File: src/rtl/hyb_pkg.sv
package hyb_pkg;

    localparam int unsigned WR_WAYS_DEF = 7;
    localparam int unsigned RD_WAYS_DEF = 4;
    localparam int unsigned STREAK_DEF  = 2;

    typedef enum logic [1:0] {
        ACC_RD_MISS = 2'b00,
        ACC_WR_MISS = 2'b01,
        ACC_RD_HIT  = 2'b10,
        ACC_WR_HIT  = 2'b11
    } acc_kind_e;

    function automatic acc_kind_e decode_kind(input logic hit, input logic write);
        return acc_kind_e'({hit, write});
    endfunction

endpackage

File: src/rtl/hyb_lru_class.sv
module hyb_lru_class #(
    parameter int unsigned N = 4
) (
    input  logic                                   clk,
    input  logic                                   rst_n,
    input  logic                                   touch_en,
    input  logic [(N > 1 ? $clog2(N) : 1)-1:0]     touch_idx,
    output logic [(N > 1 ? $clog2(N) : 1)-1:0]     lru_idx
);
    localparam int unsigned IW = (N > 1) ? $clog2(N) : 1;

    typedef struct packed {
        logic [N-1:0][IW-1:0] age;
    } lru_st_t;

    lru_st_t       st_d, st_q;
    logic [N-1:0]  oldest;

    always_comb begin
        st_d = st_q;
        if (touch_en) begin
            for (int i = 0; i < N; i++) begin
                if (IW'(i) == touch_idx) begin
                    st_d.age[i] = '0;
                end else if (st_q.age[i] < st_q.age[touch_idx]) begin
                    st_d.age[i] = st_q.age[i] + 1'b1;
                end
            end
        end
    end

    always_comb begin
        lru_idx = '0;
        oldest  = '0;
        for (int i = 0; i < N; i++) begin
            oldest[i] = (st_q.age[i] == IW'(N - 1));
            if (oldest[i]) lru_idx = IW'(i);
        end
    end

    always_ff @(posedge clk) begin
        if (!rst_n) begin
            for (int i = 0; i < N; i++) st_q.age[i] <= IW'(i);
        end else begin
            st_q <= st_d;
        end
    end

    AST_ONE_OLDEST: assert property (@(posedge clk) disable iff (!rst_n)
        $countones(oldest) == 1);
    AST_TOUCHED_NOT_LRU: assert property (@(posedge clk) disable iff (!rst_n)
        (touch_en && N > 1) |=> lru_idx != $past(touch_idx));

endmodule

File: src/rtl/hyb_streak.sv
module hyb_streak #(
    parameter int unsigned N     = 4,
    parameter int unsigned LIMIT = 2
) (
    input  logic                                clk,
    input  logic                                rst_n,
    input  logic                                wr_en,
    input  logic                                rd_en,
    input  logic                                clr_en,
    input  logic [(N > 1 ? $clog2(N) : 1)-1:0]  idx,
    output logic                                fire
);
    localparam int unsigned IW = (N > 1) ? $clog2(N) : 1;
    localparam int unsigned CW = (LIMIT > 1) ? $clog2(LIMIT) : 1;

    typedef struct packed {
        logic [N-1:0][CW-1:0] cnt;
    } stk_st_t;

    stk_st_t st_d, st_q;

    assign fire = wr_en && (st_q.cnt[idx] == CW'(LIMIT - 1));

    always_comb begin
        st_d = st_q;
        if (wr_en) begin
            st_d.cnt[idx] = fire ? '0 : st_q.cnt[idx] + 1'b1;
        end else if (rd_en || clr_en) begin
            st_d.cnt[idx] = '0;
        end
    end

    always_ff @(posedge clk) begin
        if (!rst_n) st_q <= '0;
        else        st_q <= st_d;
    end

    AST_FIRE_CLEARS: assert property (@(posedge clk) disable iff (!rst_n)
        fire |=> st_q.cnt[$past(idx)] == '0);
    AST_READ_CLEARS: assert property (@(posedge clk) disable iff (!rst_n)
        (rd_en && !wr_en) |=> st_q.cnt[$past(idx)] == '0);
    AST_ONE_EVENT: assert property (@(posedge clk) disable iff (!rst_n)
        !(wr_en && (rd_en || clr_en)));

endmodule

File: src/rtl/hyb_place_ctrl.sv
module hyb_place_ctrl
    import hyb_pkg::*;
#(
    parameter int unsigned WR_WAYS = WR_WAYS_DEF,
    parameter int unsigned RD_WAYS = RD_WAYS_DEF,
    parameter int unsigned STREAK  = STREAK_DEF,
    parameter int unsigned WAY_W   = $clog2(WR_WAYS + RD_WAYS)
) (
    input  logic             clk,
    input  logic             rst_n,
    input  logic             acc_valid,
    input  logic             acc_write,
    input  logic             acc_hit,
    input  logic [WAY_W-1:0] acc_way,
    output logic             victim_valid,
    output logic [WAY_W-1:0] victim_way,
    output logic             victim_dirty,
    output logic             wb_req,
    output logic [WAY_W-1:0] wb_way,
    output logic             mig_valid,
    output logic [WAY_W-1:0] mig_src,
    output logic [WAY_W-1:0] mig_dst
);
    localparam int unsigned NW  = WR_WAYS + RD_WAYS;
    localparam int unsigned WIW = (WR_WAYS > 1) ? $clog2(WR_WAYS) : 1;
    localparam int unsigned RIW = (RD_WAYS > 1) ? $clog2(RD_WAYS) : 1;
    localparam logic [WAY_W-1:0] RD_BASE = WAY_W'(WR_WAYS);

    typedef struct packed {
        logic [NW-1:0]    dirty;
        logic             vic_v;
        logic [WAY_W-1:0] vic_way;
        logic             vic_dirty;
        logic             wb_v;
        logic [WAY_W-1:0] wb_way;
        logic             mig_v;
        logic [WAY_W-1:0] mig_src;
        logic [WAY_W-1:0] mig_dst;
        logic             pend;
        logic [WAY_W-1:0] pend_src;
        logic [WAY_W-1:0] pend_dst;
    } ctl_st_t;

    ctl_st_t st_d, st_q;

    acc_kind_e        kind;
    logic             in_rd;
    logic [WIW-1:0]   wr_local;
    logic [RIW-1:0]   rd_local;
    logic [WIW-1:0]   w_lru;
    logic [RIW-1:0]   r_lru;
    logic [WAY_W-1:0] w_lru_way;
    logic [WAY_W-1:0] r_lru_way;
    logic             rd_miss, wr_miss, rd_hit_r, wr_hit_r, wr_hit_w, rd_hit_w;
    logic             migrate;
    logic             w_touch_en, r_touch_en;
    logic [WIW-1:0]   w_touch_idx;
    logic [RIW-1:0]   r_touch_idx;
    logic             stk_wr, stk_rd, stk_clr;
    logic [RIW-1:0]   stk_idx;

    // Access classification
    always_comb begin
        kind      = decode_kind(acc_hit, acc_write);
        in_rd     = (acc_way >= RD_BASE);
        wr_local  = WIW'(acc_way);
        rd_local  = RIW'(acc_way - RD_BASE);
        w_lru_way = WAY_W'(w_lru);
        r_lru_way = RD_BASE + WAY_W'(r_lru);
        rd_miss   = acc_valid && (kind == ACC_RD_MISS);
        wr_miss   = acc_valid && (kind == ACC_WR_MISS);
        rd_hit_r  = acc_valid && (kind == ACC_RD_HIT) &&  in_rd;
        wr_hit_r  = acc_valid && (kind == ACC_WR_HIT) &&  in_rd;
        rd_hit_w  = acc_valid && (kind == ACC_RD_HIT) && !in_rd;
        wr_hit_w  = acc_valid && (kind == ACC_WR_HIT) && !in_rd;
    end

    // Per-class recency: one tracker per way class
    always_comb begin
        w_touch_en  = wr_miss || rd_hit_w || wr_hit_w || migrate;
        w_touch_idx = (wr_miss || migrate) ? w_lru : wr_local;
        r_touch_en  = rd_miss || rd_hit_r || wr_hit_r;
        r_touch_idx = rd_miss ? r_lru : rd_local;
    end

    hyb_lru_class #(.N(WR_WAYS)) u_wr_lru (
        .clk       (clk),
        .rst_n     (rst_n),
        .touch_en  (w_touch_en),
        .touch_idx (w_touch_idx),
        .lru_idx   (w_lru)
    );

    hyb_lru_class #(.N(RD_WAYS)) u_rd_lru (
        .clk       (clk),
        .rst_n     (rst_n),
        .touch_en  (r_touch_en),
        .touch_idx (r_touch_idx),
        .lru_idx   (r_lru)
    );

    // Write streaks of read-friendly lines
    always_comb begin
        stk_wr  = wr_hit_r;
        stk_rd  = rd_hit_r;
        stk_clr = rd_miss;
        stk_idx = rd_miss ? r_lru : rd_local;
    end

    hyb_streak #(.N(RD_WAYS), .LIMIT(STREAK)) u_streak (
        .clk    (clk),
        .rst_n  (rst_n),
        .wr_en  (stk_wr),
        .rd_en  (stk_rd),
        .clr_en (stk_clr),
        .idx    (stk_idx),
        .fire   (migrate)
    );

    // Next state
    always_comb begin
        st_d           = st_q;
        st_d.vic_v     = 1'b0;
        st_d.vic_dirty = 1'b0;
        st_d.wb_v      = 1'b0;
        st_d.mig_v     = 1'b0;
        st_d.pend      = 1'b0;

        if (rd_miss || wr_miss) begin
            st_d.vic_v     = 1'b1;
            st_d.vic_way   = wr_miss ? w_lru_way : r_lru_way;
            st_d.vic_dirty = st_q.dirty[st_d.vic_way];
            st_d.dirty[st_d.vic_way] = wr_miss;
        end

        if (wr_hit_w || (wr_hit_r && !migrate)) begin
            st_d.dirty[acc_way] = 1'b1;
        end

        if (migrate) begin
            st_d.dirty[acc_way]   = 1'b0;
            st_d.dirty[w_lru_way] = 1'b1;
            if (st_q.dirty[w_lru_way]) begin
                st_d.wb_v     = 1'b1;
                st_d.wb_way   = w_lru_way;
                st_d.pend     = 1'b1;
                st_d.pend_src = acc_way;
                st_d.pend_dst = w_lru_way;
            end else begin
                st_d.mig_v   = 1'b1;
                st_d.mig_src = acc_way;
                st_d.mig_dst = w_lru_way;
            end
        end

        if (st_q.pend) begin
            st_d.mig_v   = 1'b1;
            st_d.mig_src = st_q.pend_src;
            st_d.mig_dst = st_q.pend_dst;
        end
    end

    always_ff @(posedge clk) begin
        if (!rst_n) st_q <= '0;
        else        st_q <= st_d;
    end

    assign victim_valid = st_q.vic_v;
    assign victim_way   = st_q.vic_way;
    assign victim_dirty = st_q.vic_dirty;
    assign wb_req       = st_q.wb_v;
    assign wb_way       = st_q.wb_way;
    assign mig_valid    = st_q.mig_v;
    assign mig_src      = st_q.mig_src;
    assign mig_dst      = st_q.mig_dst;

    AST_RD_VICTIM_CLASS: assert property (@(posedge clk) disable iff (!rst_n)
        (victim_valid && !$past(acc_write)) |-> victim_way >= RD_BASE);
    AST_WR_VICTIM_CLASS: assert property (@(posedge clk) disable iff (!rst_n)
        (victim_valid && $past(acc_write)) |-> victim_way < RD_BASE);
    AST_MIG_CLASSES: assert property (@(posedge clk) disable iff (!rst_n)
        mig_valid |-> (mig_src >= RD_BASE && mig_dst < RD_BASE));
    AST_WB_THEN_MIG: assert property (@(posedge clk) disable iff (!rst_n)
        wb_req |=> (mig_valid && mig_dst == $past(wb_way)));
    AST_NO_ACCESS_IN_WB: assert property (@(posedge clk) disable iff (!rst_n)
        wb_req |-> !acc_valid);
    AST_HIT_NO_VICTIM: assert property (@(posedge clk) disable iff (!rst_n)
        (acc_valid && acc_hit) |=> !victim_valid);

endmodule

File: config.mk
export PLATFORM = sky130hd
export DESIGN_NAME = hyb_place_ctrl
export DESIGN_NICKNAME = d
export VERILOG_FILES = /design/src/rtl/hyb_pkg.sv /design/src/rtl/hyb_lru_class.sv /design/src/rtl/hyb_streak.sv /design/src/rtl/hyb_place_ctrl.sv
export SDC_FILE = /design/constraint.sdc
export NUM_CORES = 1
export LEC_CHECK = 0
export BUFFER_PORTS_ARGS = -buffer_cell sky130_fd_sc_hd__buf_4
export CELL_PAD_IN_SITES_DETAIL_PLACEMENT = 1
export CELL_PAD_IN_SITES_GLOBAL_PLACEMENT = 2
export CORE_MARGIN = 2
export CORE_UTILIZATION = 25
export CTS_BUF_LIST = sky130_fd_sc_hd__clkbuf_4 sky130_fd_sc_hd__clkbuf_8
export CTS_CLUSTER_SIZE = 28
export DETAILED_ROUTE_END_ITERATION = 16
export PLACE_DENSITY = 0.62
export SYNTH_ARGS = -nofsm -noshare
export SYNTH_HDL_FRONTEND = slang
export SYNTH_HIERARCHICAL = 1
export SYNTH_SLANG_ARGS = --single-unit
File: constraint.sdc
create_clock -name clk -period 12.8 [get_ports clk]
set_clock_uncertainty 0.2 [all_clocks]
set_input_delay 2.56 -clock clk [delete_from_list [all_inputs] [get_ports clk]]
set_output_delay 2.56 -clock clk [all_outputs]
set_load 0.01 [all_outputs]
=== Word level (Yosys, flattened, before mapping) ===
Cells that the tools add are included.
Widths: inputs -> output; s select.

* Bits in registers: 68
* Input bits: 9
* Output and inout bits: 20
* Word-level logic and storage cells: 209

* Add/sub/neg operators: 14
* Magnitude comparators: 21
* Eq/ne operators: 22
* Mux-type cells: 65
* Bitwise logic cells: 6
* Reduce and logical (&&, ||, !) cells: 55

{| class="wikitable"
|+ Operator list
! cell !! number
|-
| $mux 3 || 19
|-
| $reduce_and 2->1 || 15
|-
| $mux 2 || 14
|-
| $mux 9 || 3
|-
| $reduce_bool 2->1 || 13
|-
| $mux 11 || 2
|-
| $add 3x1->3 const B || 7
|-
| $lt 3x3->1 || 7
|-
| $eq 3x3->1 const B || 6
|-
| $mux 18 || 1
|-
| $mux 17 || 1
|-
| $logic_and 1x1->1 || 14
|-
| $mux 4 || 3
|-
| $and 11x11->11 || 1
|-
| $bwmux 11 || 1
|-
| $not 11->11 || 1
|-
| $or 11x11->11 || 1
|-
| $or 11x8->11 || 1
|-
| $eq 2x2->1 const B || 5
|-
| $lt 4x5->1 const B || 2
|-
| $mux 1 || 10
|-
| $bmux 3 s3 || 1
|-
| $eq 3x3->1 const A || 3
|-
| $add 2x1->2 const B || 4
|-
| 32 further kinds || 48
|}

=== Longest topological paths before layout ===
Gate-level depths: netlist of the first run.

* Word-level depth: 19
* Depth in mapped cells: 21

=== By module ===
The synthesis of the first run kept the hierarchy.

{| class="wikitable"
|+ By module, submodules not included
! module !! instances !! cells each !! area each (um2) !! sequential area each (um2)
|-
| hyb_place_ctrl || 1 || 292 || 2371.0 || 660.6
|-
| hyb_lru_class at u_wr_lru || 1 || 236 || 1960.6 || 420.4
|-
| hyb_lru_class at u_rd_lru || 1 || 82 || 685.7 || 160.2
|-
| hyb_streak || 1 || 20 || 227.7 || 80.1
|}

=== Worst setup path before layout of the first run ===
OpenSTA, ideal clock, no wires.

* Path kind: input -> register
* From: in acc_hit
* To: reg u_wr_lru/st_q[14] (netlist bit)
* Arrival time: 7.719 ns
* Data required time: 12.538 ns
* Slack: 4.819 ns
* Stages on the path: 16
* Cell sequence: or3b_1 buf_2 o21ai_0 mux4_2 and2_1 clkbuf_1 nor2_1 mux2_2 buf_2 mux4_2 mux2i_1 ha_1 a2111oi_2 a31oi_4 or4_1 nand3_1

* Longest elaborated chain between the ends: 13

{| class="wikitable"
|+ Ends and longest elaborated chain
! item !! RTL line !! source
|-
| from (decl) || hyb_place_ctrl.sv:13 || <nowiki>input logic acc_hit,</nowiki>
|-
| $logic_not 2->1 (*) || hyb_place_ctrl.sv:70 || <nowiki>rd_miss = acc_valid && (kind == ACC_RD_MISS);</nowiki>
|-
| $logic_and 1x1->1 (*) || hyb_place_ctrl.sv:70 ||
|-
| $mux 2 (*) || -- ||
|-
| named net r_touch_idx[1] || hyb_place_ctrl.sv:58 || <nowiki>logic [RIW-1:0] r_touch_idx;</nowiki>
|-
| $bmux 1 s2 (*) || hyb_streak.sv:22 || <nowiki>assign fire = wr_en && (st_q.cnt[idx] == CW'(LIMIT - 1));</nowiki>
|-
| $mux 1 (implied by the code) (*) || hyb_streak.sv:22 ||
|-
| $logic_and 1x1->1 (*) || hyb_streak.sv:22 ||
|-
| named net migrate || hyb_place_ctrl.sv:55 || <nowiki>logic migrate;</nowiki>
|-
| $logic_or 1x1->1 (*) || hyb_place_ctrl.sv:81 || <nowiki>w_touch_idx = (wr_miss || migrate) ? w_lru : wr_local;</nowiki>
|-
| $mux 3 (*) || hyb_place_ctrl.sv:81 ||
|-
| named net w_touch_idx[0] || hyb_place_ctrl.sv:57 || <nowiki>logic [WIW-1:0] w_touch_idx;</nowiki>
|-
| $bmux 3 s3 || hyb_lru_class.sv:25 || <nowiki>end else if (st_q.age[i] < st_q.age[touch_idx]) begin</nowiki>
|-
| $mux 3 (implied by the code) || hyb_lru_class.sv:25 ||
|-
| $lt 3x3->1 || hyb_lru_class.sv:25 ||
|-
| $reduce_bool 2->1 (no line) || -- ||
|-
| $reduce_and 2->1 (no line) || -- ||
|-
| to (signal assigned) || hyb_lru_class.sv:45 || <nowiki>st_q <= st_d;</nowiki>
|-
| to (decl) || hyb_lru_class.sv:16 || <nowiki>lru_st_t st_d, st_q;</nowiki>
|}

Mark *: on every way through the listed nets, which the timed path passes. The rest lies on a longest branch. The select of a mux whose other input is x is not followed.
A chain may end at the register's enable or synchronous reset.

=== Final worst setup path of the first run ===
* From: in acc_write
* To: reg u_wr_lru/st_q[14] (netlist bit)

* Longest elaborated chain between the ends: 13

{| class="wikitable"
|+ Ends and longest elaborated chain
! item !! RTL line !! source
|-
| from (decl) || hyb_place_ctrl.sv:12 || <nowiki>input logic acc_write,</nowiki>
|-
| $logic_not 2->1 (*) || hyb_place_ctrl.sv:70 ||
|-
| $logic_and 1x1->1 (*) || hyb_place_ctrl.sv:70 ||
|-
| $mux 2 (*) || -- ||
|-
| named net r_touch_idx[1] || hyb_place_ctrl.sv:58 ||
|-
| $bmux 1 s2 (*) || hyb_streak.sv:22 ||
|-
| $mux 1 (implied by the code) (*) || hyb_streak.sv:22 ||
|-
| $logic_and 1x1->1 (*) || hyb_streak.sv:22 ||
|-
| named net migrate || hyb_place_ctrl.sv:55 ||
|-
| $logic_or 1x1->1 (*) || hyb_place_ctrl.sv:81 ||
|-
| $mux 3 (*) || hyb_place_ctrl.sv:81 ||
|-
| named net w_touch_idx[0] || hyb_place_ctrl.sv:57 ||
|-
| $bmux 3 s3 || hyb_lru_class.sv:25 ||
|-
| $mux 3 (implied by the code) || hyb_lru_class.sv:25 ||
|-
| $lt 3x3->1 || hyb_lru_class.sv:25 ||
|-
| $reduce_bool 2->1 (no line) || -- ||
|-
| $reduce_and 2->1 (no line) || -- ||
|}

Marks and branches as above.

==> flow_results.xml, run 1 <==
<?xml version="1.0" encoding="UTF-8"?>
<metrics>
  <group name="timing">
    <metric name="final.hold.worst_slack" unit="ps">269</metric>
    <metric name="timing.final.crit_period" unit="ps">7870</metric>
    <metric name="fmaxAchievable" unit="MHz">127</metric>
    <metric name="worst_tran_pin_value" unit="ps">782</metric>
    <metric name="final.setup.worst_slack" unit="ps">4930</metric>
    <metric name="slew_headroom" unit="%">47.7</metric>
    <metric name="timing.final.hold_violations" unit="">0</metric>
    <metric name="post-route-period-util" unit="%">61.5</metric>
    <metric name="setup_repair_after_global_routing_missed_its_margin" unit="">false</metric>
    <metric name="timing_max_transition_violations_final" unit="">0</metric>
    <metric name="setup_viol_count_final" unit="">0</metric>
    <metric name="total_negative_slack_for_setup_checks" unit="ps">0</metric>
  </group>
  <group name="pwr">
    <metric name="totalPowerFinal" unit="mW">0.651</metric>
    <metric name="power.static_leakage" unit="nW">2.36</metric>
    <metric name="irDropWorstVdd" unit="mV">0.0385</metric>
    <metric name="cellPowerDensity" unit="nW/um2">113</metric>
  </group>
  <group name="critical_path">
    <metric name="critical_path.endpoint_type" unit="">register</metric>
    <metric name="timing.critical_path.required" unit="ps">12920</metric>
    <metric name="critical_path.slowest_cell" unit="">sky130_fd_sc_hd__mux2i_1</metric>
    <metric name="timing.rr.start" unit="">u_rd_lru/st_q[4]$_SDFFE_PN0P_</metric>
    <metric name="worst-path-buf-inv" unit="">3</metric>
    <metric name="ff2ff_path_depth" unit="">17</metric>
    <metric name="crit_arrival" unit="ps">7980</metric>
    <metric name="crit_top_cell" unit="">sky130_fd_sc_hd__buf_4</metric>
    <metric name="setup.reg_to_reg.worst_slack" unit="ps">7060</metric>
    <metric name="worstSetupPathType" unit="">in2reg</metric>
    <metric name="worst_flop_to_flop_path_endpoint" unit="">u_wr_lru/st_q[14]$_SDFFE_PN1P_</metric>
    <metric name="critical_path.max_fanout" unit="">21</metric>
    <metric name="category_of_cells_accounting_for_the_largest_share_of_critical_path_delay" unit="">multiplexers</metric>
    <metric name="critical_path.max_stage_delay" unit="ps">560</metric>
    <metric name="crit_path_cell_trace" unit="">buf_4 &gt; or3b_1 &gt; o21ai_1 &gt; buf_4 &gt; mux4_2 &gt; and2_1 &gt; buf_4 &gt; nor2_1 &gt; mux2_2 &gt; mux4_2 &gt; mux2i_1 &gt; ha_1 &gt; a2111oi_2 &gt; a31oi_4 &gt; or4_1 &gt; nand3_1</metric>
    <metric name="setup.worst_path.start_class" unit="">input pin</metric>
  </group>
  <group name="clock_tree">
    <metric name="insertion_delay" unit="ps">380</metric>
    <metric name="tritoncts" unit="">yes</metric>
    <metric name="cts_root_buf" unit="">sky130_fd_sc_hd__clkbuf_8</metric>
    <metric name="cts_htree_levels" unit="">3</metric>
    <metric name="post-cts-setup-buffer-count" unit="">0</metric>
    <metric name="cts_hold_repair.buffers" unit="">0</metric>
    <metric name="cts_inserted_buffers" unit="">9</metric>
    <metric name="max-clock-path-buffers" unit="">2</metric>
    <metric name="post_cts.resized_instances" unit="">0</metric>
    <metric name="cts.sink_count" unit="">66</metric>
    <metric name="clk_pin_slew" unit="ps">90</metric>
  </group>
  <group name="global_routing">
    <metric name="grt_first_pass_wirelength" unit="mm">26.3</metric>
    <metric name="gr-usage-all-layers" unit="%">14.9</metric>
    <metric name="globalRoute.totalOverflow" unit="">0</metric>
    <metric name="first_global_vias" unit="">5002</metric>
    <metric name="grt_start_max_net_pins" unit="">61</metric>
    <metric name="initial_antenna_violation_count" unit="">0</metric>
  </group>
  <group name="status">
    <metric name="status" unit="">finished, final reports clean</metric>
  </group>
  <group name="detailed_routing">
    <metric name="drtPass1Iterations" unit="">4</metric>
    <metric name="routed-via-count" unit="">4760</metric>
    <metric name="drt_iter0_markers" unit="">240</metric>
    <metric name="dr_wl_cell" unit="um">17.9</metric>
    <metric name="drtAntennaViolNets" unit="">0</metric>
    <metric name="vias_per_cell" unit="">5.29</metric>
    <metric name="drc_errors" unit="">0</metric>
    <metric name="drt_wl_total" unit="mm">16.1</metric>
  </group>
  <group name="floorplan">
    <metric name="design.die.area" unit="um2">22200</metric>
    <metric name="core_area" unit="um2">20400</metric>
    <metric name="die-width" unit="um">149</metric>
    <metric name="initial_core_util" unit="%">25.7</metric>
    <metric name="std_cell_rows" unit="">52</metric>
    <metric name="die_h" unit="um">149</metric>
    <metric name="ioPinCount" unit="">29</metric>
  </group>
  <group name="hold_path">
    <metric name="min_delay_worst_endpoint" unit="">st_q[7]$_SDFFE_PN0P_</metric>
    <metric name="timing.hold.worst_path_depth" unit="">2</metric>
    <metric name="hp-start" unit="">st_q[7]$_SDFFE_PN0P_</metric>
    <metric name="min_path_type" unit="">reg2reg</metric>
  </group>
  <group name="job">
    <metric name="drv.max_cap_violation_count" unit="">0</metric>
  </group>
  <group name="final_layout">
    <metric name="areaGrowthSynthToFinish" unit="%">9.76</metric>
    <metric name="net_total_in_the_final_layout" unit="">673</metric>
    <metric name="layout-drive-gt1-share" unit="%">13.4</metric>
    <metric name="num-fill-cells" unit="">2418</metric>
    <metric name="diodes" unit="">0</metric>
  </group>
  <group name="synthesis">
    <metric name="synth.cell_area" unit="um2">5250</metric>
    <metric name="avgSynthCellArea" unit="um2">8.33</metric>
    <metric name="post_synth_inst_count" unit="">630</metric>
    <metric name="ys_dominant_reg_cell" unit="">sky130_fd_sc_hd__dfxtp_1</metric>
    <metric name="sequential_share_of_the_synthesized_area" unit="%">25.2</metric>
    <metric name="number_of_enable_type_register_cells_in_the_synthesized_netlist" unit="">0</metric>
    <metric name="async_flop_share" unit="%">0</metric>
    <metric name="postSynthRegisterBits" unit="">66</metric>
    <metric name="yosys_warnings" unit="">6</metric>
    <metric name="synth.distinct_cells" unit="">79</metric>
  </group>
  <group name="placed_design">
    <metric name="globalplace.congestion" unit="">0.774</metric>
    <metric name="post-place-ws" unit="ps">4520</metric>
    <metric name="portBuffers" unit="">26</metric>
    <metric name="detailed_place_hpwl" unit="mm">11.4</metric>
  </group>
</metrics>
## cell usage after synthesis (all sizes together), types with 9 or more instances
cell    instances  area (um2)
o211ai         10        80.1
clkbuf         18        67.6
nor3           15        80.1
nor2b          11        68.8
ha             40         500
nor2           35         131
nand3          22         123
nand2b          9        56.3
inv            29         109
buf            33         238
a31oi          12         105
a21oi          34         170
o21a           10        75.1
nand2          71         272
o21ai          37         185
dfxtp          66        1320
mux2i          40         400
## worst max path at each step
stage | startpoint | end | cells after the start
2_1_floorplan | acc_hit | u_wr_lru/st_q[14]$_SDFFE_PN1P_ | 16
3_3_place_gp | acc_write | u_wr_lru/st_q[14]$_SDFFE_PN1P_ | 16
3_5_place_dp | acc_write | u_wr_lru/st_q[14]$_SDFFE_PN1P_ | 18
4_1_cts | acc_write | u_wr_lru/st_q[14]$_SDFFE_PN1P_ | 18
5_1_grt | acc_hit | u_wr_lru/st_q[14]$_SDFFE_PN1P_ | 18
6_report | acc_write | u_wr_lru/st_q[14]$_SDFFE_PN1P_ | 16
## worst register-to-register path, cell delays in order, from the launching register on
cell	delay, ps
sky130_fd_sc_hd__dfxtp_1	450
sky130_fd_sc_hd__ha_1	220
sky130_fd_sc_hd__or2_2	110
sky130_fd_sc_hd__inv_1	60
sky130_fd_sc_hd__o21ai_1	130
sky130_fd_sc_hd__buf_4	240
sky130_fd_sc_hd__mux4_2	510
sky130_fd_sc_hd__and2_1	160
sky130_fd_sc_hd__buf_4	200
sky130_fd_sc_hd__nor2_1	280
sky130_fd_sc_hd__mux2_2	490
sky130_fd_sc_hd__mux4_2	450
sky130_fd_sc_hd__mux2i_1	560
sky130_fd_sc_hd__ha_1	400
sky130_fd_sc_hd__a2111oi_2	460
sky130_fd_sc_hd__a31oi_4	150
sky130_fd_sc_hd__or4_1	510
sky130_fd_sc_hd__nand3_1	90
## cell usage in the layout (no fill, tap or decap), types with 21 or more instances in the layout
master / Yosys / routed
sky130_fd_sc_hd__a21oi_1: 34 / 34
sky130_fd_sc_hd__buf_4: 19 / 33
sky130_fd_sc_hd__dfxtp_1: 66 / 66
sky130_fd_sc_hd__ha_1: 40 / 40
sky130_fd_sc_hd__inv_1: 27 / 27
sky130_fd_sc_hd__mux2i_1: 40 / 40
sky130_fd_sc_hd__nand2_1: 69 / 69
sky130_fd_sc_hd__nand3_1: 21 / 21
sky130_fd_sc_hd__nor2_1: 35 / 35
sky130_fd_sc_hd__o21ai_0: 36 / 34
## power by group
part | internal, mW | switching [mW] | leakage, nW
Clock | 0.111 | 0.0985 | 0.114
Combinational | 0.0812 | 0.126 | 1.71
Sequential | 0.217 | 0.0170 | 0.536
## per-stage QoR
| stage | instances | utilization, % | area (um2) |
|---|---|---|---|
| floorplan | 631 | - | 5250 |
| global placement | 883 | 27.1 | 5530 |
| detailed placement | 883 | 27.1 | 5530 |
| CTS | 899 | 28.2 | 5760 |
| global route | 899 | 28.2 | 5760 |
| finish | 899 | 28.2 | 5760 |
## flip-flops by register name, summed over array words and instances (netlist names)
signal         flops
u_wr_lru/st_q     21
st_q              19
u_rd_lru/st_q      8
mig_src            4
u_streak/st_q      4
victim_way         4
mig_dst            3
mig_valid          1
victim_dirty       1
victim_valid       1
## layer usage
layer / vias up / global-route usage, % / routed length (um)
met5: - / 0 / 0
met4: 0 / 5.81 / 345
met3: 21 / 2.02 / 314
met2: 47 / 26.8 / 7960
met1: 2385 / 18.1 / 7470
li1: 2307 / - / -
## final cells by class
class / count / area [um2] / share of cell area, %
Clock buffer: 9 / 124 / 2.15
Sequential cell: 66 / 1320 / 23.0
Clock inverter: 7 / 100 / 1.74
Tap cell: 270 / 338 / 5.87
Inverter: 29 / 109 / 1.89
Multi-Input combinational cell: 485 / 3520 / 61.1
Timing Repair Buffer: 33 / 248 / 4.30
## cells by family after synthesis
logic type / Yosys count / synth area share (%)
AOI/OAI and AO/OA: 168 / 22.6
adders and majority gates: 40 / 9.54
buffers and inverters: 80 / 7.90
DFF: 66 / 25.2
muxes: 52 / 12.1
other: 1 / 0.0715
and+or+nand+nor: 223 / 22.5
Note: power is estimated with default switching activity, not from simulation.
==> run 2: changes to the inputs <==
--- a/config.mk
+++ b/config.mk
@@ -13,7 +13,7 @@
 export CTS_BUF_LIST = sky130_fd_sc_hd__clkbuf_4 sky130_fd_sc_hd__clkbuf_8
 export CTS_CLUSTER_SIZE = 28
 export DETAILED_ROUTE_END_ITERATION = 16
-export PLACE_DENSITY = 0.62
+export PLACE_DENSITY = 0.64
 export SYNTH_ARGS = -nofsm -noshare
 export SYNTH_HDL_FRONTEND = slang
 export SYNTH_HIERARCHICAL = 1
==> constraint.sdc (replaced) <==
create_clock -name clk -period 7.2 [get_ports clk]
set_clock_uncertainty 0.2 [all_clocks]
set_input_delay 1.44 -clock clk [delete_from_list [all_inputs] [get_ports clk]]
set_output_delay 1.44 -clock clk [all_outputs]
set_load 0.01 [all_outputs]
==> run 2 against run 1 <==
Setup slack got worse by 3700 ps. Final cell count increased by 0.56%. Hold slack got worse by 6.4 ps. Critical endpoint unchanged.
==> flow_results.xml, run 2 (same netlist as run 1, synthesis figures left out) <==
<?xml version="1.0" encoding="UTF-8"?>
<metrics>
  <group name="status">
    <metric name="status" unit="">finished, final reports clean</metric>
  </group>
  <group name="clock_tree">
    <metric name="cts_hold_repair.buffers" unit="">0</metric>
    <metric name="tritoncts" unit="">yes</metric>
    <metric name="cts_root_buf" unit="">sky130_fd_sc_hd__clkbuf_8</metric>
    <metric name="cts_inserted_buffers" unit="">9</metric>
    <metric name="post_cts.resized_instances" unit="">0</metric>
    <metric name="insertion_delay" unit="ps">370</metric>
    <metric name="post-cts-setup-buffer-count" unit="">0</metric>
    <metric name="cts_htree_levels" unit="">3</metric>
    <metric name="cts.sink_count" unit="">66</metric>
    <metric name="clk_pin_slew" unit="ps">80</metric>
    <metric name="max-clock-path-buffers" unit="">2</metric>
  </group>
  <group name="critical_path">
    <metric name="crit_path_cell_trace" unit="">buf_4 &gt; or3b_1 &gt; o21ai_1 &gt; mux4_2 &gt; and2_1 &gt; nor2_1 &gt; mux2_2 &gt; mux4_2 &gt; mux2i_1 &gt; ha_1 &gt; a2111oi_2 &gt; a31oi_4 &gt; or4_1 &gt; nand3_1</metric>
    <metric name="critical_path.max_stage_delay" unit="ps">580</metric>
    <metric name="crit_arrival" unit="ps">6070</metric>
    <metric name="critical_path.endpoint_type" unit="">register</metric>
    <metric name="timing.critical_path.required" unit="ps">7310</metric>
    <metric name="worstSetupPathType" unit="">in2reg</metric>
    <metric name="crit_top_cell" unit="">sky130_fd_sc_hd__mux4_2</metric>
    <metric name="setup.reg_to_reg.worst_slack" unit="ps">2180</metric>
    <metric name="critical_path.max_fanout" unit="">12</metric>
    <metric name="critical_path.slowest_cell" unit="">sky130_fd_sc_hd__or3b_1</metric>
    <metric name="setup.worst_path.start_class" unit="">input pin</metric>
  </group>
  <group name="placed_design">
    <metric name="detailed_place_hpwl" unit="mm">11.8</metric>
    <metric name="portBuffers" unit="">26</metric>
    <metric name="globalplace.congestion" unit="">0.771</metric>
    <metric name="place_area" unit="um2">5570</metric>
  </group>
  <group name="global_routing">
    <metric name="grt_first_pass_wirelength" unit="mm">26.6</metric>
    <metric name="met1_usage" unit="%">18.1</metric>
    <metric name="globalRoute.totalOverflow" unit="">0</metric>
    <metric name="met3_usage" unit="%">3.06</metric>
    <metric name="globalRoute.busiestLayer" unit="">met2</metric>
    <metric name="gr-usage-all-layers" unit="%">15.0</metric>
    <metric name="initial_antenna_violation_count" unit="">0</metric>
    <metric name="first_global_vias" unit="">5080</metric>
    <metric name="grt_start_max_net_pins" unit="">54</metric>
    <metric name="grt.met2_usage" unit="%">27.2</metric>
  </group>
  <group name="detailed_routing">
    <metric name="drtAntennaViolNets" unit="">0</metric>
    <metric name="dr_wl_cell" unit="um">17.7</metric>
    <metric name="drt_iter0_markers" unit="">210</metric>
    <metric name="drtPass1Iterations" unit="">4</metric>
    <metric name="routed-via-count" unit="">4737</metric>
    <metric name="vias_per_cell" unit="">5.24</metric>
    <metric name="drc_errors" unit="">0</metric>
    <metric name="drt_wl_total" unit="mm">16.0</metric>
  </group>
  <group name="timing">
    <metric name="post-route-period-util" unit="%">82.8</metric>
    <metric name="total_negative_slack_for_setup_checks" unit="ps">0</metric>
    <metric name="slew_headroom" unit="%">59.0</metric>
    <metric name="fmaxAchievable" unit="MHz">168</metric>
    <metric name="setup_repair_after_global_routing_missed_its_margin" unit="">false</metric>
    <metric name="worst_tran_pin_value" unit="ps">615</metric>
    <metric name="timing.final.crit_period" unit="ps">5960</metric>
    <metric name="timing.final.hold_violations" unit="">0</metric>
    <metric name="setup_viol_count_final" unit="">0</metric>
    <metric name="timing_max_transition_violations_final" unit="">0</metric>
    <metric name="final.hold.worst_slack" unit="ps">262</metric>
  </group>
  <group name="floorplan">
    <metric name="core_area" unit="um2">20400</metric>
    <metric name="die-width" unit="um">149</metric>
    <metric name="initial_core_util" unit="%">25.7</metric>
    <metric name="design.die.area" unit="um2">22200</metric>
    <metric name="die_h" unit="um">149</metric>
    <metric name="ioPinCount" unit="">29</metric>
    <metric name="std_cell_rows" unit="">52</metric>
  </group>
  <group name="final_layout">
    <metric name="areaGrowthSynthToFinish" unit="%">10.4</metric>
    <metric name="layout_commonest_cell" unit="">sky130_fd_sc_hd__nand2_1</metric>
    <metric name="net_total_in_the_final_layout" unit="">678</metric>
    <metric name="registers_with_the_most_flip_flops" unit="">u_wr_lru/st_q (21), st_q (19), u_rd_lru/st_q (8)</metric>
    <metric name="diodes" unit="">0</metric>
    <metric name="final_design_area_no_fill" unit="um2">5790</metric>
    <metric name="layout-drive-gt1-share" unit="%">13.9</metric>
    <metric name="largest_register_ff_count" unit="">21</metric>
    <metric name="largest-register" unit="">u_wr_lru/st_q</metric>
    <metric name="layout.cells.most_common_list" unit="">69 x sky130_fd_sc_hd__nand2_1, 66 x sky130_fd_sc_hd__dfxtp_1, 40 x sky130_fd_sc_hd__mux2i_1, 40 x sky130_fd_sc_hd__ha_1, 38 x sky130_fd_sc_hd__buf_4</metric>
    <metric name="num-fill-cells" unit="">2420</metric>
  </group>
  <group name="pwr">
    <metric name="power.static_leakage" unit="nW">2.38</metric>
    <metric name="irDropWorstVdd" unit="mV">0.0781</metric>
    <metric name="cellPowerDensity" unit="nW/um2">201</metric>
  </group>
  <group name="job">
    <metric name="drv.max_cap_violation_count" unit="">0</metric>
  </group>
  <group name="hold_path">
    <metric name="min_path_type" unit="">reg2reg</metric>
  </group>
</metrics>
run 2: per-stage QoR:
stage	setup slack, ps	std cells	utilization [%]	total power [mW]
6_report	1240	904	28.3	1.17
3_5_place_dp	872	888	27.2	0.799
4_1_cts	1250	904	28.3	1.19
2_1_floorplan	339	631	-	0.698
5_1_grt	914	904	28.3	1.25
3_3_place_gp	1010	888	27.2	0.785
run 2: final cells by class:
type	instances	area, um2	area share, %
clock buffer	9	124	2.14
clock inverter	7	100	1.73
inverter	29	109	1.88
multi-input combinational	485	3510	60.7
sequential	66	1320	22.8
tap	270	338	5.83
timing repair buffer	38	285	4.93
run 2: final timing paths:
path | from | endpoint | cells after the start
setup / recovery | acc_hit | u_wr_lru/st_q[14]$_SDFFE_PN1P_ | 14
hold / removal | st_q[5]$_SDFFE_PN0P_ | st_q[5]$_SDFFE_PN0P_ | 2
setup reg to reg | u_rd_lru/st_q[4]$_SDFFE_PN0P_ | u_wr_lru/st_q[14]$_SDFFE_PN1P_ | 17
hold reg to reg | st_q[5]$_SDFFE_PN0P_ | st_q[5]$_SDFFE_PN0P_ | 2
run 2: power breakdown:
group,switching [mW],internal [mW]
logic,0.224,0.148
clock network,0.178,0.199
registers,0.0302,0.386
run 2: layer usage:
layer  vias to the layer above  part of all wire, %
li1                       2317                    -
met1                      2366                   46
met2                        42                   51
met3                        12                  2.2
met4                         0                  1.1
met5                         -                    0
run 2: critical path, delay by kind of cell:
kind	cells	cell delay [ps]
multiplexers	4	1670
AND/OR/NAND/NOR	5	1580
AO/OA/AOI/OAI	3	910
adder cells (fa/ha/maj)	1	310
buffers and inverters	1	150
==> run 3: changes to the inputs <==
--- a/config.mk
+++ b/config.mk
@@ -5,6 +5,7 @@
 export SDC_FILE = /design/constraint.sdc
 export NUM_CORES = 1
 export LEC_CHECK = 0
+export ABC_AREA = 1
 export BUFFER_PORTS_ARGS = -buffer_cell sky130_fd_sc_hd__buf_4
 export CELL_PAD_IN_SITES_DETAIL_PLACEMENT = 1
 export CELL_PAD_IN_SITES_GLOBAL_PLACEMENT = 2
@@ -13,7 +14,7 @@
 export CTS_BUF_LIST = sky130_fd_sc_hd__clkbuf_4 sky130_fd_sc_hd__clkbuf_8
 export CTS_CLUSTER_SIZE = 28
 export DETAILED_ROUTE_END_ITERATION = 16
-export PLACE_DENSITY = 0.64
+export PLACE_DENSITY = 0.67
 export SYNTH_ARGS = -nofsm -noshare
 export SYNTH_HDL_FRONTEND = slang
 export SYNTH_HIERARCHICAL = 1
==> constraint.sdc (replaced) <==
create_clock -name clk -period 5.95 [get_ports clk]
set_clock_uncertainty 0.2 [all_clocks]
set_input_delay 1.19 -clock clk [delete_from_list [all_inputs] [get_ports clk]]
set_output_delay 1.19 -clock clk [all_outputs]
set_load 0.01 [all_outputs]
==> run 3 against run 2 <==
Sequential share of layout area fell by 0.35 points. Sequential cell count did not move. Core utilization fell by 0.27 points. Combinational power rose by 39%. Clock power barely moved. Sequential power rose by 22%. Synthesized cell count rose by 31%. Critical path type unchanged. Highest routed layer unchanged.
==> flow_results.xml, run 3 <==
<?xml version="1.0" encoding="UTF-8"?>
<metrics>
  <group name="synthesis">
    <metric name="post-synth-top-count-cell" unit="">sky130_fd_sc_hd__nand2_1</metric>
    <metric name="async_flop_share" unit="%">0</metric>
    <metric name="yosys_top_cell_area_share" unit="%">24.8</metric>
    <metric name="post_synth_inst_count" unit="">826</metric>
    <metric name="synth.cell_area" unit="um2">5320</metric>
    <metric name="sequential_share_of_the_synthesized_area" unit="%">24.8</metric>
    <metric name="ys_dominant_reg_cell" unit="">sky130_fd_sc_hd__dfxtp_1</metric>
    <metric name="yosys_warnings" unit="">6</metric>
    <metric name="post-synth-top-area-cell" unit="">sky130_fd_sc_hd__dfxtp_1</metric>
    <metric name="postSynthRegisterBits" unit="">66</metric>
    <metric name="netlist_top_cells_area" unit="">sky130_fd_sc_hd__dfxtp_1 25%, sky130_fd_sc_hd__nand2_1 17%, sky130_fd_sc_hd__ha_1 9.4%, sky130_fd_sc_hd__nand3_1 7.5%, sky130_fd_sc_hd__inv_1 5.3%</metric>
    <metric name="ys_top_cells_by_count" unit="">247 x sky130_fd_sc_hd__nand2_1, 80 x sky130_fd_sc_hd__nand3_1, 75 x sky130_fd_sc_hd__inv_1</metric>
    <metric name="number_of_enable_type_register_cells_in_the_synthesized_netlist" unit="">0</metric>
    <metric name="avgSynthCellArea" unit="um2">6.45</metric>
    <metric name="synth.distinct_cells" unit="">43</metric>
  </group>
  <group name="floorplan">
    <metric name="initial_core_util" unit="%">25.4</metric>
    <metric name="die-width" unit="um">150</metric>
    <metric name="core_area" unit="um2">21000</metric>
    <metric name="design.die.area" unit="um2">22500</metric>
    <metric name="ioPinCount" unit="">29</metric>
    <metric name="die_h" unit="um">150</metric>
    <metric name="std_cell_rows" unit="">53</metric>
  </group>
  <group name="global_routing">
    <metric name="globalRoute.totalOverflow" unit="">0</metric>
    <metric name="grt_start_max_net_pins" unit="">52</metric>
    <metric name="grt_first_pass_wirelength" unit="mm">25.9</metric>
    <metric name="initial_antenna_violation_count" unit="">0</metric>
    <metric name="gr-usage-all-layers" unit="%">14.6</metric>
    <metric name="first_global_vias" unit="">4947</metric>
  </group>
  <group name="critical_path">
    <metric name="crit_arrival" unit="ps">5450</metric>
    <metric name="critical_path.endpoint_type" unit="">register</metric>
    <metric name="critical_path.slowest_cell" unit="">sky130_fd_sc_hd__a211oi_1</metric>
    <metric name="timing.critical_path.required" unit="ps">6070</metric>
    <metric name="setup.worst_path.start_class" unit="">input pin</metric>
    <metric name="critical_path.max_fanout" unit="">9</metric>
    <metric name="critical_path.max_stage_delay" unit="ps">370</metric>
    <metric name="worstSetupPathType" unit="">in2reg</metric>
  </group>
  <group name="clock_tree">
    <metric name="cts_hold_repair.buffers" unit="">0</metric>
    <metric name="cts.sink_count" unit="">66</metric>
    <metric name="cts_htree_levels" unit="">3</metric>
    <metric name="tritoncts" unit="">yes</metric>
    <metric name="post-cts-setup-buffer-count" unit="">0</metric>
    <metric name="clk_pin_slew" unit="ps">90</metric>
    <metric name="insertion_delay" unit="ps">370</metric>
    <metric name="cts_root_buf" unit="">sky130_fd_sc_hd__clkbuf_8</metric>
    <metric name="cts_inserted_buffers" unit="">9</metric>
    <metric name="max-clock-path-buffers" unit="">2</metric>
  </group>
  <group name="timing">
    <metric name="timing.final.hold_violations" unit="">0</metric>
    <metric name="fmaxAchievable" unit="MHz">187</metric>
    <metric name="slew_headroom" unit="%">55.7</metric>
    <metric name="worst_tran_pin_value" unit="ps">657</metric>
    <metric name="timing_max_transition_violations_final" unit="">0</metric>
    <metric name="total_negative_slack_for_setup_checks" unit="ps">0</metric>
    <metric name="post-route-period-util" unit="%">89.7</metric>
    <metric name="final.setup.worst_slack" unit="ps">615</metric>
    <metric name="setup_repair_after_global_routing_missed_its_margin" unit="">false</metric>
    <metric name="final.hold.worst_slack" unit="ps">275</metric>
    <metric name="setup_viol_count_final" unit="">0</metric>
    <metric name="timing.final.crit_period" unit="ps">5340</metric>
  </group>
  <group name="final_layout">
    <metric name="layout.cells.most_common_list" unit="">247 x sky130_fd_sc_hd__nand2_1, 80 x sky130_fd_sc_hd__nand3_1, 75 x sky130_fd_sc_hd__inv_1</metric>
    <metric name="layout_commonest_cell" unit="">sky130_fd_sc_hd__nand2_1</metric>
    <metric name="largest_register_ff_count" unit="">21</metric>
    <metric name="registers_with_the_most_flip_flops" unit="">u_wr_lru/st_q (21), st_q (19), u_rd_lru/st_q (8)</metric>
    <metric name="layout-drive-gt1-share" unit="%">18.3</metric>
    <metric name="largest-register" unit="">u_wr_lru/st_q</metric>
    <metric name="diodes" unit="">0</metric>
    <metric name="net_total_in_the_final_layout" unit="">887</metric>
    <metric name="number_of_non_filler_instances_in_the_completed_layout" unit="">1118</metric>
    <metric name="layout.core_utilization" unit="%">28.1</metric>
    <metric name="final_design_area_no_fill" unit="um2">5880</metric>
    <metric name="areaGrowthSynthToFinish" unit="%">10.5</metric>
  </group>
  <group name="hold_path">
    <metric name="min_path_type" unit="">reg2reg</metric>
  </group>
  <group name="placed_design">
    <metric name="post-place-ws" unit="ps">25.7</metric>
    <metric name="detailed_place_hpwl" unit="mm">11.7</metric>
    <metric name="globalplace.congestion" unit="">0.793</metric>
    <metric name="numPlacedInstances" unit="">1102</metric>
    <metric name="portBuffers" unit="">26</metric>
    <metric name="place_area" unit="um2">5700</metric>
  </group>
  <group name="detailed_routing">
    <metric name="vias_per_cell" unit="">4.55</metric>
    <metric name="drtPass1Iterations" unit="">4</metric>
    <metric name="dr_wl_cell" unit="um">14.0</metric>
    <metric name="drc_errors" unit="">0</metric>
    <metric name="drt_iter0_markers" unit="">194</metric>
    <metric name="drt_wl_total" unit="mm">15.6</metric>
    <metric name="drtAntennaViolNets" unit="">0</metric>
    <metric name="routed-via-count" unit="">5084</metric>
  </group>
  <group name="pwr">
    <metric name="totalPowerFinal" unit="mW">1.40</metric>
    <metric name="cellPowerDensity" unit="nW/um2">238</metric>
    <metric name="irDropWorstVdd" unit="mV">0.0706</metric>
    <metric name="power.static_leakage" unit="nW">2.78</metric>
  </group>
  <group name="job">
    <metric name="drv.max_cap_violation_count" unit="">0</metric>
  </group>
  <group name="status">
    <metric name="status" unit="">finished, final reports clean</metric>
  </group>
</metrics>
## run 3: area by class of cell
class | instances | area [um2]
timing repair buffer | 36 | 270
sequential | 66 | 1320
multi-input combinational | 633 | 3420
tap | 275 | 344
clock inverter | 7 | 53.8
clock buffer | 9 | 124
inverter | 92 | 350
fill | 2706 | 15100
## run 3: timing repair
item,in CTS,in global routing
gates resized for setup,0,3
endpoints found under the setup margin,0,21
hold endpoints to repair,0,0
## run 3: cell families after synthesis
logic type / share of synthesized area, %
XOR/XNOR: 0.494
buffers and inverters: 11.3
other: 0.0704
AO/OA/AOI/OAI: 10.2
AND/OR/NAND/NOR: 43.7
flip-flops: 24.8
adder cells (fa/ha/maj): 9.40
## run 3: path summary, 6_finish.rpt
| check | start | end | slack (ps) | depth (start not counted) |
|---|---|---|---|---|
| hold reg to reg | st_q[4]$_SDFFE_PN0P_ | st_q[4]$_SDFFE_PN0P_ | 280 | 2 |
| hold / removal | st_q[4]$_SDFFE_PN0P_ | st_q[4]$_SDFFE_PN0P_ | 280 | 2 |
| setup reg to reg | u_rd_lru/st_q[2]$_SDFFE_PN1P_ | u_wr_lru/st_q[5]$_SDFFE_PN0P_ | 1360 | 27 |
| setup / recovery | acc_hit | u_wr_lru/st_q[5]$_SDFFE_PN0P_ | 610 | 28 |
## run 3: report_power, final
group / leakage, nW / switching [mW] / internal, mW
logic: 2.16 / 0.344 / 0.176
clock network: 0.0822 / 0.221 / 0.154
registers: 0.537 / 0.0375 / 0.470
total: 2.78 / 0.602 / 0.800
## run 3: layer usage
metal / global-route usage (%) / part of all wire [%] / vias to the layer above
met5: 0 / 0 / -
met4: 4.81 / 1.4 / 0
met3: 1.83 / 2.1 / 11
met2: 24.0 / 46 / 42
met1: 19.6 / 51 / 2380
li1: - / - / 2651
## run 3: critical path: cells and delay by family
family / cells / cell delay, ps
AND/OR/NAND/NOR: 17 / 1820
AO/OA/AOI/OAI: 5 / 1450
buffers and inverters: 5 / 700
adder cells (fa/ha/maj): 1 / 250
